--- config.mk ---
export PLATFORM = sky130hd
export DESIGN_NAME = scanline_seq
export DESIGN_NICKNAME = d
export VERILOG_FILES = /design/src/rtl/scanline_seq_pkg.sv /design/src/rtl/scan_phase_acc.sv /design/src/rtl/scan_line_ctr.sv /design/src/rtl/scan_mode_fsm.sv /design/src/rtl/scanline_seq.sv
export SDC_FILE = /design/constraint.sdc
export NUM_CORES = 1
export LEC_CHECK = 0
export BUFFER_PORTS_ARGS = -buffer_cell sky130_fd_sc_hd__buf_2
export CAP_MARGIN = 15
export CORE_MARGIN = 5
export CORE_UTILIZATION = 52
export CTS_CLUSTER_SIZE = 16
export DETAILED_ROUTE_END_ITERATION = 7
export GPL_TIMING_DRIVEN = 0
export PLACE_DENSITY = 0.77
export SYNTH_ARGS = -nofsm -noshare
export SYNTH_HDL_FRONTEND = slang
export SYNTH_SLANG_ARGS = --single-unit
--- constraint.sdc ---
create_clock -name clk -period 6.3 [get_ports clk]
set_clock_uncertainty 0.2 [all_clocks]
set_input_delay 1.26 -clock clk [delete_from_list [all_inputs] [get_ports clk]]
set_output_delay 1.26 -clock clk [all_outputs]
set_load 0.1 [all_outputs]
--- src/rtl/scanline_seq_pkg.sv ---
package scanline_seq_pkg;

    typedef enum logic [1:0] {
        MODE_HBLANK = 2'd0,
        MODE_VBLANK = 2'd1,
        MODE_SEARCH = 2'd2,
        MODE_FETCH  = 2'd3
    } scan_mode_e;

endpackage

--- src/rtl/scan_phase_acc.sv ---
module scan_phase_acc #(
    parameter int CYC_W   = 8,
    parameter int PHASE_W = 14
) (
    input  logic               clk,
    input  logic               rst,
    input  logic               step,
    input  logic [CYC_W-1:0]   inc,
    input  logic [PHASE_W-1:0] limit,
    output logic               expire
);

    logic [PHASE_W-1:0] count_q;
    logic [PHASE_W-1:0] sum;

    // the increment is added first, then the sum is compared
    assign sum    = count_q + PHASE_W'(inc);
    assign expire = step && (sum > limit);

    always_ff @(posedge clk) begin
        if (rst) begin
            count_q <= '0;
        end else if (step) begin
            // the part of the count above the limit is dropped
            count_q <= expire ? '0 : sum;
        end
    end

endmodule

--- src/rtl/scan_line_ctr.sv ---
module scan_line_ctr #(
    parameter int LINE_W    = 8,
    parameter int VIS_LINES = 143
) (
    input  logic              clk,
    input  logic              rst,
    input  logic              inc,
    input  logic              clr,
    output logic [LINE_W-1:0] line,
    output logic              last
);

    localparam logic [LINE_W:0] VIS_EXT = (LINE_W+1)'(VIS_LINES);

    logic [LINE_W-1:0] line_q;

    // true when the line after this one would not be visible
    assign last = (({1'b0, line_q} + 1'b1) >= VIS_EXT);
    assign line = line_q;

    always_ff @(posedge clk) begin
        if (rst) begin
            line_q <= '0;
        end else if (clr) begin
            line_q <= '0;
        end else if (inc) begin
            line_q <= line_q + 1'b1;
        end
    end

endmodule

--- src/rtl/scan_mode_fsm.sv ---
module scan_mode_fsm
    import scanline_seq_pkg::*;
#(
    parameter int PHASE_W = 14,
    parameter int LIM_SEARCH = 80,
    parameter int LIM_FETCH  = 172,
    parameter int LIM_HBLANK = 204,
    parameter int LIM_VBLANK = 4560
) (
    input  logic               clk,
    input  logic               rst,
    input  logic               expire,
    input  logic               last_line,
    output scan_mode_e         state,
    output logic [PHASE_W-1:0] limit,
    output logic               line_inc,
    output logic               line_clr,
    output logic               hb_pulse,
    output logic               vb_pulse
);

    scan_mode_e state_q, state_d;

    // state register
    always_ff @(posedge clk) begin
        if (rst) begin
            state_q <= MODE_SEARCH;
        end else begin
            state_q <= state_d;
        end
    end

    // next state, limit of the current phase, line control
    always_comb begin
        state_d  = state_q;
        limit    = PHASE_W'(LIM_SEARCH);
        line_inc = 1'b0;
        line_clr = 1'b0;
        unique case (state_q)
            MODE_SEARCH: begin
                limit = PHASE_W'(LIM_SEARCH);
                if (expire) state_d = MODE_FETCH;
            end
            MODE_FETCH: begin
                limit = PHASE_W'(LIM_FETCH);
                if (expire) state_d = MODE_HBLANK;
            end
            MODE_HBLANK: begin
                limit    = PHASE_W'(LIM_HBLANK);
                line_inc = expire;
                if (expire) state_d = last_line ? MODE_VBLANK : MODE_SEARCH;
            end
            MODE_VBLANK: begin
                limit    = PHASE_W'(LIM_VBLANK);
                line_clr = expire;
                if (expire) state_d = MODE_SEARCH;
            end
            default: state_d = state_q;
        endcase
    end

    // output registers: entry pulses
    always_ff @(posedge clk) begin
        if (rst) begin
            hb_pulse <= 1'b0;
            vb_pulse <= 1'b0;
        end else begin
            hb_pulse <= (state_q == MODE_FETCH)  && (state_d == MODE_HBLANK);
            vb_pulse <= (state_q == MODE_HBLANK) && (state_d == MODE_VBLANK);
        end
    end

    assign state = state_q;

endmodule

--- src/rtl/scanline_seq.sv ---
module scanline_seq
    import scanline_seq_pkg::*;
#(
    parameter int CYC_W      = 8,
    parameter int LINE_W     = 8,
    parameter int VIS_LINES  = 143,
    parameter int LIM_SEARCH = 80,
    parameter int LIM_FETCH  = 172,
    parameter int LIM_HBLANK = 204,
    parameter int LIM_VBLANK = 4560
) (
    input  logic              clk,
    input  logic              rst,
    input  logic              step_en,
    input  logic [CYC_W-1:0]  step_cycles,
    output logic [1:0]        mode,
    output logic [LINE_W-1:0] line,
    output logic              hblank_start,
    output logic              vblank_start
);

    localparam int PHASE_W = $clog2(LIM_VBLANK + (1 << CYC_W) + 1) + 1;

    logic               expire;
    logic               last_line;
    logic               line_inc;
    logic               line_clr;
    logic [PHASE_W-1:0] limit;
    scan_mode_e         state;

    scan_phase_acc #(
        .CYC_W  (CYC_W),
        .PHASE_W(PHASE_W)
    ) u_acc (
        .clk   (clk),
        .rst   (rst),
        .step  (step_en),
        .inc   (step_cycles),
        .limit (limit),
        .expire(expire)
    );

    scan_line_ctr #(
        .LINE_W   (LINE_W),
        .VIS_LINES(VIS_LINES)
    ) u_line (
        .clk (clk),
        .rst (rst),
        .inc (line_inc),
        .clr (line_clr),
        .line(line),
        .last(last_line)
    );

    scan_mode_fsm #(
        .PHASE_W   (PHASE_W),
        .LIM_SEARCH(LIM_SEARCH),
        .LIM_FETCH (LIM_FETCH),
        .LIM_HBLANK(LIM_HBLANK),
        .LIM_VBLANK(LIM_VBLANK)
    ) u_fsm (
        .clk      (clk),
        .rst      (rst),
        .expire   (expire),
        .last_line(last_line),
        .state    (state),
        .limit    (limit),
        .line_inc (line_inc),
        .line_clr (line_clr),
        .hb_pulse (hblank_start),
        .vb_pulse (vblank_start)
    );

    assign mode = state;

endmodule

==> results of run 1 <==
==> per-layer routing <==
metal | vias to the layer above | part of all wire
met4 | 0 | 0.0059
met3 | 2 | 0.033
met5 | - | 0
met2 | 18 | 0.47
li1 | 826 | -
met1 | 727 | 0.49
==> critical path, stage by stage <==
cell and delay [ns]:
buf_2 0.08, ha_1 0.18, inv_1 0.06, fa_1 0.39, and2b_1 0.24, o2111ai_1 0.13, and3_4 0.21, nor2_1 0.31
nand2_1 0.11, xnor2_1 0.15, ha_1 0.21, a211oi_1 0.21, nand2_1 0.07, o22ai_1 0.26, a41oi_4 0.23, nor2_4 0.23
mux2_4 0.33, nor4b_2 0.21
==> cell usage after synthesis (all sizes together), types with 2 or more instances <==
library cell   n
nand2b         2
nand2          8
xnor2          8
o21a           3
buf            3
nor3           3
o21ba          2
or2            2
nor2          24
nor2b          3
a21oi          7
o31ai          2
and2           2
a211oi         4
mux2i         10
o2111ai        2
dfxtp         26
or4            3
ha            22
o211ai         7
nand4          3
and3           4
nor4b          2
xor2          11
inv           13
nand3         11
nor3b          2
o21ai          4
a21o           2
==> cell families after synthesis <==
logic type / after synthesis / share of synthesized area
DFF: 26 / 0.272
buffers and inverters: 17 / 0.0347
AOI/OAI and AO/OA: 42 / 0.174
and+or+nand+nor: 75 / 0.217
adders and majority gates: 23 / 0.155
xor gates and xnor gates: 19 / 0.0871
muxes: 11 / 0.0602
==> report_power, final <==
part | switching, mW | internal, mW | leakage [nW]
combinational | 0.355 | 0.242 | 0.716
clock | 0.0539 | 0.0850 | 0.0357
sequential | 0.0226 | 0.197 | 0.211
==> sequential cells by signal (all words and copies together), names as in the netlist <==
signal,flops
u_acc.count_q,14
u_line.line,8
u_fsm.state,2
u_fsm.hb_pulse,1
u_fsm.vb_pulse,1
==> cell type report <==
cell class,instances,share of cell area
multi-input cells,170,0.617
flip-flops and latches,26,0.242
repair buffers,21,0.0490
well taps,48,0.0280
inverters,13,0.0227
clock buffers,3,0.0192
clock inverters,1,0.0140
plain buffers,4,0.00816
==> stage by stage <==
step	area (um^2)	hold slack (ns)	utilization	setup WS (ns)	std cells
6_report	2150	0.292	0.595	1.39	286
5_1_grt	2150	0.319	0.595	1.13	286
2_1_floorplan	1910	0.261	-	1.62	213
3_5_place_dp	2080	0.280	0.576	1.13	282
4_1_cts	2150	0.292	0.595	1.39	286
3_3_place_gp	2080	0.273	0.576	1.14	282
==> path summary, 6_finish.rpt <==
kind	start	end	slack [ns]	cells after the start
min	u_acc.count_q[13]	u_acc.count_q[13]	0.29	1
max	step_cycles[0]	u_fsm.vb_pulse	1.39	18
min reg2reg	u_acc.count_q[13]	u_acc.count_q[13]	0.29	1
max reg2reg	u_acc.count_q[0]	u_fsm.vb_pulse	2.11	17
==> flow_metrics.tcl, run 1 <==
set metrics [dict create \
    status "finished, final reports clean" \
    routed_wl_um 3740 \
    gp_congestion 0.823 \
    tritoncts "built" \
    syn_to_final_growth_pct 12.4 \
    cp_max_fo 7 \
    setup_viol 0 \
    met1_usage 0.215 \
    p_per_area_mw_per_mm2 445 \
    antenna_found_initial 0 \
    async_reset_ff_frac 0 \
    grt_pass1_vias 1468 \
    avgSynthCellArea_um2 8.97 \
    power.leakage_nw 0.963 \
    grt_overflow 0 \
    ys_top_cells_by_area "dfxtp_1 27%, ha_1 14%, mux2i_1 5.2%" \
    multi_input_area_mm2 0.00132 \
    cts_made_buffers 3 \
    crit_path_start_kind "input port" \
    hold_class "reg2reg" \
    grt-busiest-layer "met2" \
    drive_gt1_frac 0.164 \
    drc 0 \
    ys_ff_latch 26 \
    total_power_mw 0.955 \
    relSlewSlack 0.558 \
    cap_violations 0 \
    use_met2 0.254 \
    core_mm2 0.00361 \
    crit_path_end_kind "flop" \
    arrival_ns 4.90 \
    fin_nets 273 \
    die-area_mm2 0.00499 \
    syn_inst 213 \
    grtUsageTotal 0.155 \
    timing.fmax_mhz 204 \
    num_vias 1573 \
    fin_crit_ns 4.91 \
    layout_common_cells "26 x dfxtp_1, 23 x nor2_1, 23 x buf_2" \
    cts_root_buffer "clkbuf_8" \
    dr.pass1.iters 4 \
    fill_cells 342 \
    grt_max_degree 16 \
    globalRouteMet3Util 0.0313 \
    boundaryPins 23 \
    ant_nets 0 \
    synthDistinctLibCells 55 \
    hold_viol_final 0 \
    seq_area_frac_synth 0.272 \
    clock_sinks 26 \
    required_ns 6.29 \
    finalMaxSlewViolations 0 \
    regArea_um2 520 \
    yosysTopAreaCell "dfxtp_1" \
    htreeDepth 1 \
    via_per_inst 5.50 \
    tightest_slew_ns 0.645 \
    final.setup.tns_ns 0 \
    n_antenna_cell 0 \
    timing.final.crit_share 0.779 \
    ys.flop_type "dfxtp_1" \
    start_util 0.530 \
    post_drt_wl_per_cell_um 13.1 \
    ir_drop_mv 0.281 \
    ctsResizeCount 0 \
    yosysWarnings 0 \
    placement_rows 22 \
    critPathKind "in2reg" \
    grt_pass1_wl_um 6440 \
    place_hpwl_um 2880 \
    max-clock-path-buffers 2 \
    final_common_cell "dfxtp_1" \
    clk_latency_ns 0.27 \
    fp.dieW_um 70.6 \
    io_buffer_count 21 \
    cts_hold_buf 0 \
    first_iter_violations 102 \
    rsz0062_at_grt "false" \
    synth_edf_count 0 \
    post_cts_buffers 0 \
    cts.clk_slew.worst_paths_ns 0.10 \
    yosys.area.top_type_share 0.272 \
    synth_area_mm2 0.00191 \
    syn_nets 247 \
    die-height_um 70.6 \
]
No activity file was read; power rests on OpenSTA's default activity.
==> run 2: changes to the inputs <==
--- a/config.mk
+++ b/config.mk
@@ -12,7 +12,7 @@
 export CTS_CLUSTER_SIZE = 16
 export DETAILED_ROUTE_END_ITERATION = 7
 export GPL_TIMING_DRIVEN = 0
-export PLACE_DENSITY = 0.77
+export PLACE_DENSITY = 0.8
 export SYNTH_ARGS = -nofsm -noshare
 export SYNTH_HDL_FRONTEND = slang
 export SYNTH_SLANG_ARGS = --single-unit
==> constraint.sdc (replaced) <==
create_clock -name clk -period 3.9 [get_ports clk]
set_clock_uncertainty 0.2 [all_clocks]
set_input_delay 0.78 -clock clk [delete_from_list [all_inputs] [get_ports clk]]
set_output_delay 0.78 -clock clk [all_outputs]
set_load 0.1 [all_outputs]
==> flow_metrics.tcl, run 2 (synthesis gave the netlist of run 1 again) <==
set metrics [dict create \
    num_vias 1630 \
    core_mm2 0.00361 \
    drc 0 \
    max_stage_delay_ns 0.34 \
    crit_path_end_kind "flop" \
    dpl_cell_area_mm2 0.00212 \
    crit_path_top_delay_cell "mux2_4" \
    setup_viol 0 \
    die-area_mm2 0.00499 \
    place_hpwl_um 3000 \
    crit_path_start_kind "input port" \
    routed_wl_um 4050 \
    critPathKind "in2reg" \
    n_antenna_cell 0 \
    max-clock-path-buffers 2 \
    boundaryPins 23 \
    io_buffer_count 21 \
    final_common_cell "dfxtp_1" \
    post_drt_wl_per_cell_um 13.8 \
    antenna_found_initial 0 \
    timing.fmax_mhz 259 \
    fp.dieW_um 70.6 \
    fin_ws_ns 0.0420 \
    grtUsageTotal 0.162 \
    cts_root_buffer "clkbuf_8" \
    p_per_area_mw_per_mm2 771 \
    drive_gt1_frac 0.236 \
    cap_violations 0 \
    timing.final.crit_share 0.989 \
    arrival_ns 3.86 \
    stdcell_count 294 \
    finalMaxSlewViolations 0 \
    tritoncts "built" \
    grt_pass1_wl_um 6750 \
    grt_max_degree 16 \
    hold_slack_ns 0.290 \
    start_util 0.530 \
    ant_nets 0 \
    hold_viol_final 0 \
    status "finished, final reports clean" \
    fin_nets 281 \
    clock_sinks 26 \
    dp.cells 282 \
    htreeDepth 1 \
    power.leakage_nw 1.01 \
    first_iter_violations 87 \
    die-height_um 70.6 \
    fin_area_mm2 0.00229 \
    cts_hold_buf 0 \
    cp_max_fo 6 \
    tightest_slew_ns 0.690 \
    final.setup.tns_ns 0 \
    hold_class "reg2reg" \
    preCtsSetupSlack_ns -0.368 \
    placement_rows 22 \
    grt_overflow 0 \
    crit_chain "buf_6 -> ha_4 -> inv_2 -> fa_2 -> and2b_1 -> o2111ai_2 -> and3_4 -> nor2_4 -> xor2_1 -> ha_1 -> a211oi_2 -> nand2_1 -> o22ai_2 -> a41oi_4 -> nor2_4 -> mux2_4 -> nor4b_4" \
    cts.clk_slew.worst_paths_ns 0.10 \
    relSlewSlack 0.527 \
    gp_congestion 0.833 \
    grt_pass1_vias 1523 \
    cts_made_buffers 3 \
    dr.pass1.iters 4 \
    fin_crit_ns 3.86 \
    clk_latency_ns 0.28 \
    rsz0062_at_grt "true" \
    top_register "u_acc.count_q" \
    layout_common_cells "26 x dfxtp_1, 22 x nor2_1, 21 x buf_2, 21 x ha_1, 12 x inv_1" \
    largest_reg_flops 14 \
    ir_drop_mv 0.408 \
    syn_to_final_growth_pct 20.1 \
    via_per_inst 5.54 \
    required_ns 3.90 \
    crit_top_cell "nor2_4" \
]
-- run 2: changes by cell type in the layout (fill, tap and decap cells not counted), moves of 2 or more --
| cell | previous run | this run |
|---|---|---|
| a211oi_1 | 4 | 1 |
| buf_4 | 0 | 8 |
| buf_6 | 0 | 2 |
| buf_2 | 23 | 21 |
| a211oi_2 | 0 | 3 |
-- run 2: cell type report --
cell class | count | area, um^2
Timing Repair Buffer | 29 | 171
Clock inverter | 1 | 30.0
Clock buffer | 3 | 41.3
Sequential cell | 26 | 520
Tap cell | 48 | 60.1
Buffer | 4 | 23.8
Fill cell | 303 | 1310
Multi-Input combinational cell | 170 | 1400
Inverter | 13 | 48.8
-- run 2: metal layers --
metal / up-vias / share of wire / global-route usage / routed length (um)
met3: 5 / 0.032 / 0.0241 / 128
met4: 0 / 0.011 / 0.0397 / 44
li1: 841 / - / - / -
met1: 761 / 0.46 / 0.214 / 1880
met2: 23 / 0.49 / 0.280 / 2000
met5: - / 0 / 0 / 0
-- run 2: final timing paths --
check | from | end | slack (ns) | cells after the start
max | step_cycles[0] | u_fsm.vb_pulse | 0.04 | 17
min | u_acc.count_q[13] | u_acc.count_q[13] | 0.29 | 1
max reg2reg | u_acc.count_q[0] | u_fsm.vb_pulse | 0.22 | 16
min reg2reg | u_acc.count_q[13] | u_acc.count_q[13] | 0.29 | 1
-- run 2: worst max-delay path, delay by kind of cell --
kind,cells,cell delay [ns]
mux,1,0.34
xor+xnor,1,0.19
fa+ha+maj,3,0.76
simple gates,6,1.06
compound gates,4,0.62
buf+inv,2,0.10
-- run 2: timing repair --
action,4_1_cts,5_1_grt
pin swaps,5,4
setup endpoints to repair,17,22
buffers inserted,2,6
gates resized for setup,3,8
-- run 2: report_power, final --
part	internal, mW	leakage [nW]	switching [mW]	total (mW)
Combinational	0.524	0.764	0.661	1.18
Clock	0.137	0.0357	0.0912	0.229
Sequential	0.318	0.211	0.0391	0.357
-- run 2: stage by stage --
step	power, mW	utilization
CTS	1.66	0.614
detailed placement	1.39	0.587
global placement	1.36	0.587
floorplan	1.21	-
finish	1.77	0.636
global route	1.91	0.636
